`src/rtl/mcpm_pkg.sv`:
```
package mcpm_pkg;
  localparam int ADDR_W  = 16;
  localparam int DATA_W  = 64;
  localparam int SEL_W   = DATA_W - 1;
  localparam int ARM_BIT = DATA_W - 1;

  localparam logic [ADDR_W-1:0] A_MODE    = 16'h8020;
  localparam logic [ADDR_W-1:0] A_START   = 16'h8028;
  localparam logic [ADDR_W-1:0] A_END     = 16'h8030;
  localparam logic [ADDR_W-1:0] A_ENDSTAT = 16'h8038;
  localparam logic [ADDR_W-1:0] A_CFG0    = 16'h8040;
  localparam logic [ADDR_W-1:0] A_VAL0    = 16'h8080;
  localparam logic [ADDR_W-1:0] A_FX_ARM  = 16'h80C0;
  localparam logic [ADDR_W-1:0] A_FX_CLR  = 16'h80C8;
  localparam logic [ADDR_W-1:0] A_FX_WVAL = 16'h80D0;
  localparam logic [ADDR_W-1:0] A_FX_RVAL = 16'h80D8;

  typedef enum logic [0:0] {FX_WR = 1'b0, FX_RD = 1'b1} fx_sel_e;
endpackage

```
`src/rtl/mcpm_counter.sv`:
```
module mcpm_counter #(
  parameter int W = 48
) (
  input  logic         clk,
  input  logic         rst_n,
  input  logic         clr,
  input  logic         inc,
  output logic [W-1:0] val,
  output logic         wrap
);
  always_ff @(posedge clk) begin
    if (!rst_n || clr) begin
      val  <= '0;
      wrap <= 1'b0;
    end else if (inc) begin
      if (val == {W{1'b1}}) begin
        val  <= '0;
        wrap <= 1'b1;
      end else begin
        val <= val + 1'b1;
      end
    end
  end
endmodule

```
`src/rtl/mcpm_ctrl.sv`:
```
module mcpm_ctrl (
  input  logic clk,
  input  logic rst_n,
  input  logic wr_mode,
  input  logic wr_start,
  input  logic wr_end,
  input  logic wbit0,
  output logic mode_q,
  output logic run_q,
  output logic ended_q
);
  always_ff @(posedge clk) begin
    if (!rst_n) begin
      mode_q  <= 1'b0;
      run_q   <= 1'b0;
      ended_q <= 1'b0;
    end else begin
      if (wr_mode) mode_q <= wbit0;
      if (wr_start && wbit0) begin
        run_q   <= 1'b1;
        ended_q <= 1'b0;
      end else if (wr_end && wbit0) begin
        run_q   <= 1'b0;
        ended_q <= 1'b1;
      end
    end
  end
endmodule

```
`src/rtl/mcpm_prog_slot.sv`:
```
module mcpm_prog_slot
  import mcpm_pkg::*;
#(
  parameter int CNT_W = 48
) (
  input  logic              clk,
  input  logic              rst_n,
  input  logic              cfg_we,
  input  logic [DATA_W-1:0] cfg_wd,
  input  logic              run,
  input  logic [SEL_W-1:0]  evt,
  output logic [DATA_W-1:0] cfg_q,
  output logic [CNT_W-1:0]  val,
  output logic              wrap
);
  logic hit;

  always_ff @(posedge clk) begin
    if (!rst_n)      cfg_q <= '0;
    else if (cfg_we) cfg_q <= cfg_wd;
  end

  assign hit = cfg_q[ARM_BIT] && run && ((evt & cfg_q[SEL_W-1:0]) != '0);

  mcpm_counter #(.W(CNT_W)) u_cnt (
    .clk  (clk),
    .rst_n(rst_n),
    .clr  (cfg_we),
    .inc  (hit),
    .val  (val),
    .wrap (wrap)
  );
endmodule

```
`src/rtl/mc_evt_counter_unit.sv`:
```
module mc_evt_counter_unit
  import mcpm_pkg::*;
#(
  parameter int NUM_PROG = 8,
  parameter int CNT_W    = 48
) (
  input  logic              clk,
  input  logic              rst_n,
  input  logic              reg_we,
  input  logic [ADDR_W-1:0] reg_addr,
  input  logic [DATA_W-1:0] reg_wdata,
  output logic [DATA_W-1:0] reg_rdata,
  input  logic [SEL_W-1:0]  evt_vec,
  input  logic              dram_rd_evt,
  input  logic              dram_wr_evt
);
  localparam int NUM_FX = 2;
  localparam int PAD_W  = DATA_W - CNT_W - 1;

  logic mode_q, run_q, ended_q;
  logic [DATA_W-1:0] cfg_q    [NUM_PROG];
  logic [CNT_W-1:0]  prog_val [NUM_PROG];
  logic              prog_ovf [NUM_PROG];
  logic [CNT_W-1:0]  fx_val   [NUM_FX];
  logic              fx_ovf   [NUM_FX];
  logic [NUM_FX-1:0] fx_arm_q;
  logic [NUM_FX-1:0] fx_clr;
  logic [NUM_FX-1:0] fx_inc;

  function automatic logic [DATA_W-1:0] pack_val(input logic [CNT_W-1:0] v, input logic o);
    return {{PAD_W{1'b0}}, o, v};
  endfunction

  mcpm_ctrl u_ctrl (
    .clk     (clk),
    .rst_n   (rst_n),
    .wr_mode (reg_we && reg_addr == A_MODE),
    .wr_start(reg_we && reg_addr == A_START),
    .wr_end  (reg_we && reg_addr == A_END),
    .wbit0   (reg_wdata[0]),
    .mode_q  (mode_q),
    .run_q   (run_q),
    .ended_q (ended_q)
  );

  for (genvar i = 0; i < NUM_PROG; i++) begin : g_slot
    mcpm_prog_slot #(.CNT_W(CNT_W)) u_slot (
      .clk   (clk),
      .rst_n (rst_n),
      .cfg_we(reg_we && reg_addr == A_CFG0 + ADDR_W'(8 * i)),
      .cfg_wd(reg_wdata),
      .run   (run_q),
      .evt   (evt_vec),
      .cfg_q (cfg_q[i]),
      .val   (prog_val[i]),
      .wrap  (prog_ovf[i])
    );
  end

  always_ff @(posedge clk) begin
    if (!rst_n)                             fx_arm_q <= '0;
    else if (reg_we && reg_addr == A_FX_ARM) fx_arm_q <= reg_wdata[NUM_FX-1:0];
  end

  assign fx_clr = (reg_we && reg_addr == A_FX_CLR) ? reg_wdata[NUM_FX-1:0] : '0;
  assign fx_inc[FX_WR] = run_q && fx_arm_q[FX_WR] && dram_wr_evt;
  assign fx_inc[FX_RD] = run_q && fx_arm_q[FX_RD] && dram_rd_evt;

  for (genvar j = 0; j < NUM_FX; j++) begin : g_fx
    mcpm_counter #(.W(CNT_W)) u_fx (
      .clk  (clk),
      .rst_n(rst_n),
      .clr  (fx_clr[j]),
      .inc  (fx_inc[j]),
      .val  (fx_val[j]),
      .wrap (fx_ovf[j])
    );
  end

  always_comb begin
    reg_rdata = '0;
    case (reg_addr)
      A_MODE:    reg_rdata[0] = mode_q;
      A_START:   reg_rdata[1] = run_q;
      A_ENDSTAT: reg_rdata[0] = ended_q;
      A_FX_ARM:  reg_rdata[NUM_FX-1:0] = fx_arm_q;
      A_FX_WVAL: reg_rdata = pack_val(fx_val[FX_WR], fx_ovf[FX_WR]);
      A_FX_RVAL: reg_rdata = pack_val(fx_val[FX_RD], fx_ovf[FX_RD]);
      default: begin
        for (int i = 0; i < NUM_PROG; i++) begin
          if (reg_addr == A_CFG0 + ADDR_W'(8 * i)) reg_rdata = cfg_q[i];
          if (reg_addr == A_VAL0 + ADDR_W'(8 * i)) reg_rdata = pack_val(prog_val[i], prog_ovf[i]);
        end
      end
    endcase
  end
endmodule

```
`config.mk`:
```
export PLATFORM = sky130hd
export DESIGN_NAME = mc_evt_counter_unit
export DESIGN_NICKNAME = d
export VERILOG_FILES = /design/src/rtl/mcpm_pkg.sv /design/src/rtl/mcpm_counter.sv /design/src/rtl/mcpm_ctrl.sv /design/src/rtl/mcpm_prog_slot.sv /design/src/rtl/mc_evt_counter_unit.sv
export SDC_FILE = /design/constraint.sdc
export NUM_CORES = 2
export LEC_CHECK = 0
export ABC_AREA = 1
export BUFFER_PORTS_ARGS = -buffer_cell sky130_fd_sc_hd__buf_2
export CAP_MARGIN = 20
export CORE_ASPECT_RATIO = 1.25
export CORE_MARGIN = 3
export CORE_UTILIZATION = 25
export CTS_BUF_LIST = sky130_fd_sc_hd__clkbuf_8
export CTS_CLUSTER_DIAMETER = 50
export DETAILED_ROUTE_END_ITERATION = 12
export GPL_ROUTABILITY_DRIVEN = 0
export GPL_TIMING_DRIVEN = 0
export PLACE_DENSITY = 0.36
export SLEW_MARGIN = 0
export SYNTH_ARGS = -nofsm -noshare
export SYNTH_HDL_FRONTEND = slang
export SYNTH_HIERARCHICAL = 1
export SYNTH_SLANG_ARGS = --single-unit
```
`constraint.sdc`:
```
create_clock -name clk -period 3.8 [get_ports clk]
set_input_delay 0.76 -clock clk [delete_from_list [all_inputs] [get_ports clk]]
set_output_delay 0.76 -clock clk [all_outputs]
set_load 0.05 [all_outputs]
```
=== Word level (Yosys, flattened, before mapping) ===
Index checks and enable logic that the tools add are counted.
W data, S select, Z words.

* Add/subtract/negate cells: 10
* Equal/unequal tests: 34
* Multiplexer cells: 32
* Bitwise gates (word level): 9
* Reductions and logical operators: 68

{| class="wikitable"
|+ Operator list
! operator !! count
|-
| $mux W64 || 16
|-
| $and A63 B63 Y63 || 8
|-
| $reduce_bool A63 Y1 || 8
|-
| $add A48 B1 Y48 const B || 10
|-
| $eq A48 B48 Y1 const B || 10
|-
| $mux W48 || 10
|-
| $eq A16 B16 Y1 const B || 24
|-
| $pmux W62 S3 || 1
|-
| $logic_and A1 B1 Y1 || 35
|-
| $reduce_and A2 Y1 || 10
|-
| $logic_or A1 B1 Y1 || 10
|-
| $pmux W1 S6 || 1
|-
| $pmux W1 S5 || 1
|-
| $reduce_or A2 Y1 || 2
|-
| $reduce_or A4 Y1 || 1
|-
| $mux W1 || 2
|-
| $mux W2 || 1
|-
| $reduce_bool A2 Y1 || 1
|-
| $logic_not A1 Y1 || 1
|-
| $not A1 Y1 || 1
|}

* Register bits after elaboration: 1007
* Bits of input ports: 148
* Output and inout port bits: 64
* Word-level logic and storage cells: 185

=== Logic depth before layout (Yosys ltp) ===
* Depth in word-level cells: 18
* Depth in mapped cells: 22

=== Modules after synthesis ===
The synthesis kept the hierarchy.

{| class="wikitable"
|+ By module, submodules not included
! module !! times used !! cells each !! area an instance (µm²) !! seq. area each (µm²)
|-
| mcpm_counter || 10 || 459 || 2860.2 || 980.9
|-
| mcpm_prog_slot || 8 || 405 || 2776.4 || 1281.2
|-
| mc_evt_counter_unit || 1 || 2473 || 10890.4 || 40.0
|-
| mcpm_ctrl || 1 || 15 || 115.1 || 60.1
|}

=== Worst setup path after synthesis ===
Ideal clock, no wire load.

* Path type: input to output
* Start: input port reg_addr[13]
* End: output port reg_rdata[9]
* Data arrival time: 3026 ps
* Required time: 3040 ps
* Setup slack: 14 ps
* Cell stages on the path: 18
* Buffers on the path: 2
* Path through: nor2_2 nand2_1 nor2_4 nand3b_4 buf_2 buf_6 o21a_1 nand2_1 nand2_1 nand3_1 nand2_1 nand2_1 nand2_1 nand2_1 nand2_1 nand2_1 nand2_1 a21oi_1

* Word-level cells in the longest chain between the ends: 18
* Elaborated cells on any way between the ends: 40

{| class="wikitable"
|+ Ends and longest elaborated chain
! what !! RTL line !! RTL
|-
| start: declaration || mc_evt_counter_unit.sv:10 || <nowiki>input logic [ADDR_W-1:0] reg_addr,</nowiki>
|-
| $eq A16 B16 Y1 || mc_evt_counter_unit.sv:91 || <nowiki>if (reg_addr == A_CFG0 + ADDR_W'(8 * i)) reg_rdata = cfg_q[i];</nowiki>
|-
| $mux W64 || mc_evt_counter_unit.sv:91 ||
|-
| $mux W64 || mc_evt_counter_unit.sv:92 || <nowiki>if (reg_addr == A_VAL0 + ADDR_W'(8 * i)) reg_rdata = pack_val(prog_val[i], prog_ovf[i]);</nowiki>
|-
| $mux W64 || mc_evt_counter_unit.sv:91 ||
|-
| $mux W64 || mc_evt_counter_unit.sv:92 ||
|-
| $mux W64 || mc_evt_counter_unit.sv:91 ||
|-
| $mux W64 || mc_evt_counter_unit.sv:92 ||
|-
| $mux W64 || mc_evt_counter_unit.sv:91 ||
|-
| [... 2 more ...] || n/a ||
|-
| $mux W64 || mc_evt_counter_unit.sv:92 ||
|-
| $mux W64 || mc_evt_counter_unit.sv:91 ||
|-
| $mux W64 || mc_evt_counter_unit.sv:92 ||
|-
| $mux W64 || mc_evt_counter_unit.sv:91 ||
|-
| $mux W64 || mc_evt_counter_unit.sv:92 ||
|-
| $mux W64 || mc_evt_counter_unit.sv:91 ||
|-
| $mux W64 || mc_evt_counter_unit.sv:92 ||
|-
| $pmux W62 S3 (*) || mc_evt_counter_unit.sv:82 || <nowiki>case (reg_addr)</nowiki>
|-
| end: declaration || mc_evt_counter_unit.sv:12 || <nowiki>output logic [DATA_W-1:0] reg_rdata,</nowiki>
|}

Every way passes the cells marked *; elsewhere a longest branch is shown, timed or not.

=== Worst setup path in the final report ===
* Start: input port reg_addr[1]
* End: output port reg_rdata[11]

The elaborated chain is that of the path after synthesis.

==> metrics.md <==
| Metric | Value |
|---|---|
| Status | finished, violations left |
| Failing checks | negative setup slack |
| Setup WS post-layout | -0.709 ns |
| CP Data Required Time | ~3.0 ns |
| Most common cell in the netlist | nand2_1 |
| Worst Path Arrival | around 3.8 ns |
| Ys flop type | dfxtp_1 |
| Yosys cell types | 50 |
| Slew HR | 0.241 |
| Ys Warns | 6 |
| Post-DRT Antenna Nets | 0 |
| Row cnt | around 200 |
| GRT Util Overall | 0.303 |
| Largest net degree at the start of global routing | 23 |
| Slowest stage delay, CP | approximately 0.20 ns |
| Nature of the critical path endpoint | primary output |
| Post-Route WL | ~400000 µm |
| Total number of H-tree levels | 4 |
| Drt pass-1 iters | 8 |
| Area growth, synth to finish | 28.8% |
| Initial antenna violation count | 29 |
| Critical path's top delay family | simple AND/OR/NAND/NOR gates |
| Synth cell count leaders | 3133 x nand2_1, 2709 x nor2_1, 1007 x dfxtp_1 |
| Async set-reset flop share out of synthesis | 0 |
| Via Count | just over 70000 |
| Crit path max-delay cell type | buf_12 |
| # clock sinks | a little over 1000 |
| Post-synth top area share | 0.326 |
| Global-route wire length before repair | approximately 540000 µm |
| WL/cell | between 20 and 30 µm |
| Dpl hpwl | between 300000 and 400000 µm |
| DRC Markers | 0 |
| Vias in the first global route | between 60000 and 70000 |
| Synthesized area per cell | 5.99 µm² |
| Fin area | between 0.07 and 0.08 mm² |
| LEAKAGE | approximately 0.034 µW |
| Initial Util | 0.252 |
| Synth Instances | 10300 |
| Placed Area | 0.0670 mm² |
| PwrDens | ~310 mW/mm² |
| Worst Path Buf+Inv | 7 |
| Number of port buffers | between 200 and 250 |
| TritonCTS buffer count | around 220 |
| Final setup vio count | 60 |
| Setup repair after global routing missed its margin | true |
| Worst skew pair latency | about 1.0 ns |
| CP Max Fanout | 10 |
| Share of cells above drive strength 1 | 0.190 |
| DR vias/cell | ~5.0 |
| Fin. Hold Viols | 0 |
| CTS Buffer Depth | 4 |
| Worst Skew | between 0.1 and 0.15 ns |
| Critical path class | primary input to primary output |
| Area contributors post-synth | dfxtp_1 33%, nand2_1 19%, nor2_1 16% |
| Fin crit share | 1.19 |
| Syn_nets | roughly 10000 |
| Type of the worst min-delay path | primary input to flop |
| Crit path time final | ~4.5 ns |
| CTS tree | built |
| Starting DRT DRC Count | 7075 |
| # IOs | roughly 210 |
| Area leader, netlist | dfxtp_1 |
| CTS Root Cell | clkbuf_8 |
| Register area share after synthesis | 0.326 |
| Worst-Margin Slew | 1.13 ns |
| Max Freq | 222 MHz |
| Synth Cell Area | 0.0618 mm² |
| #FFs+latches synth | between 1000 and 1500 |
| Core box area | around 0.25 mm² |
| Reg clk slew, reported paths | roughly 0.06 ns |
| Fin Hold WS | 0.106 ns |
| Total grt overflow | 0 |
| Die Span Y | 562 µm |
| EDFF count, synth | 0 |
| Fillers | between 20000 and 30000 |
| Die area | ~0.25 mm² |
| Final net count | 11000 |
| Maximum VDD drop | roughly 0.00027 V |
| Most frequent CP cell | nand2_4 |
| MaxCap Viol Count | 0 |
| Die X-Extent | around 450 µm |
| CP Launch Type | primary input |
| Crit path cell chain | buf_6, nor2_4, nand2_8, buf_12, nor2_4, buf_12, inv_8, buf_4, buf_6, nand3_2, nand3_4, nand2_4, nand2_1, nand2_1, nand2_2, nand2_4, nand3_4, nand2_4, nand2_1, nand2_2, nand2_4, nand2_4, nand2_4, buf_8 |
| Max Transition Viols Final | 0 |
-- timing repair --
item | 4_1_cts | 5_1_grt
gates resized for setup | 1330 | 584
pin swaps | 177 | 225
gates cloned | 10 | 4
buffers inserted | 56 | 27
setup endpoints to repair | 193 | 84
hold buffers | 0 | 0
-- placed cells by master (no fill, tap or decap), types with 34 or more instances in the layout --
cell	n
a21oi_1	170
buf_6	188
o21ai_0	482
nand2_1	2576
buf_2	225
inv_2	34
nand4_1	199
clkbuf_1	61
nand3_2	40
inv_1	713
nand2_2	193
nand2_8	41
nor2_4	89
nor2_2	129
a21oi_2	35
o21ai_1	143
buf_8	56
nor3_1	42
buf_4	69
xnor2_1	80
xor2_1	140
clkbuf_8	279
dfxtp_1	1007
clkbuf_2	39
nor2_1	2687
nand3_1	384
nand2_4	397
nand3_4	64
-- per-layer routing --
layer	part of all wire	GRT usage	routed length (µm)	vias to the layer above
li1	-	-	-	33600
met1	0.38	0.354	153000	34200
met2	0.46	0.495	183000	3235
met3	0.070	0.0507	27800	976
met4	0.091	0.231	36600	2
met5	0.000027	0	11	-
-- flip-flops by register name, summed over array words and instances (netlist names) --
register                  count
u_ctrl/run_q                  1
g_slot.u_slot/u_cnt/wrap      8
u_ctrl/mode_q                 1
fx_arm_q                      2
g_fx.u_fx/val                96
g_slot.u_slot/u_cnt/val     384
u_ctrl/ended_q                1
g_fx.u_fx/wrap                2
g_slot.u_slot/cfg_q         512
-- metrics by stage --
stage          std cells  total power, µW  worst slack, ns   util  TNS, ns
6_report           14300            24800           -0.709  0.325   -27.99
5_1_grt            14300            25600           -0.679  0.325   -28.57
4_1_cts            14300            25200           -0.678  0.315   -37.45
3_5_place_dp       13800            11800            -2.52  0.273  -602.16
3_3_place_gp       13800            11800            -2.61  0.273  -646.11
2_1_floorplan      10300            11000           0.0137      -        0
-- area by class of cell --
| type | instances | area (µm²) | share of cell area |
|---|---|---|---|
| multi-input cells | 8210 | 42100 | 0.528 |
| flip-flops and latches | 1007 | 20200 | 0.253 |
| well taps | 3280 | 4100 | 0.0515 |
| clock buffers | 276 | 3800 | 0.0477 |
| plain buffers | 392 | 3180 | 0.0399 |
| inverters | 707 | 2750 | 0.0345 |
| repair buffers | 304 | 2740 | 0.0344 |
| clock inverters | 109 | 833 | 0.0105 |
| diodes | 13 | 32.5 | 0.000408 |
-- final timing paths --
check	slack [ns]	startpoint	depth (start not counted)	to
setup reg to reg	0.09	u_ctrl/run_q	13	g_slot[5].u_slot/u_cnt/val[45]
hold reg to reg	0.45	g_fx[0].u_fx/wrap	2	g_fx[0].u_fx/wrap
setup / recovery	-0.71	reg_addr[1]	24	reg_rdata[11]
hold / removal	0.11	reg_wdata[61]	3	g_slot[4].u_slot/cfg_q[61]
-- worst min-delay path, stage by stage --
cell and delay (ns):
buf_2 0.16, nor2_1 0.11, nor2_1 0.05
-- power breakdown --
group | internal (µW) | switching (µW)
Combinational | 160 | 985
Clock | 7370 | 5770
Sequential | 10600 | 0.0971
Total | 18100 | 6760
-- cell families (layout without fill, tap and decap cells) --
family,count (synthesis),count (layout),synth area share
and+or+nand+nor,6908,6910,0.460
buffers and inverters,1103,1788,0.0861
AOI/OAI and AO/OA,1069,1069,0.0948
DFF,1007,1007,0.326
xor gates and xnor gates,220,220,0.0312
adders and majority gates,10,10,0.00202
muxes,1,1,0.000162
other,0,13,0
Note: power is estimated with default switching activity, not from simulation.
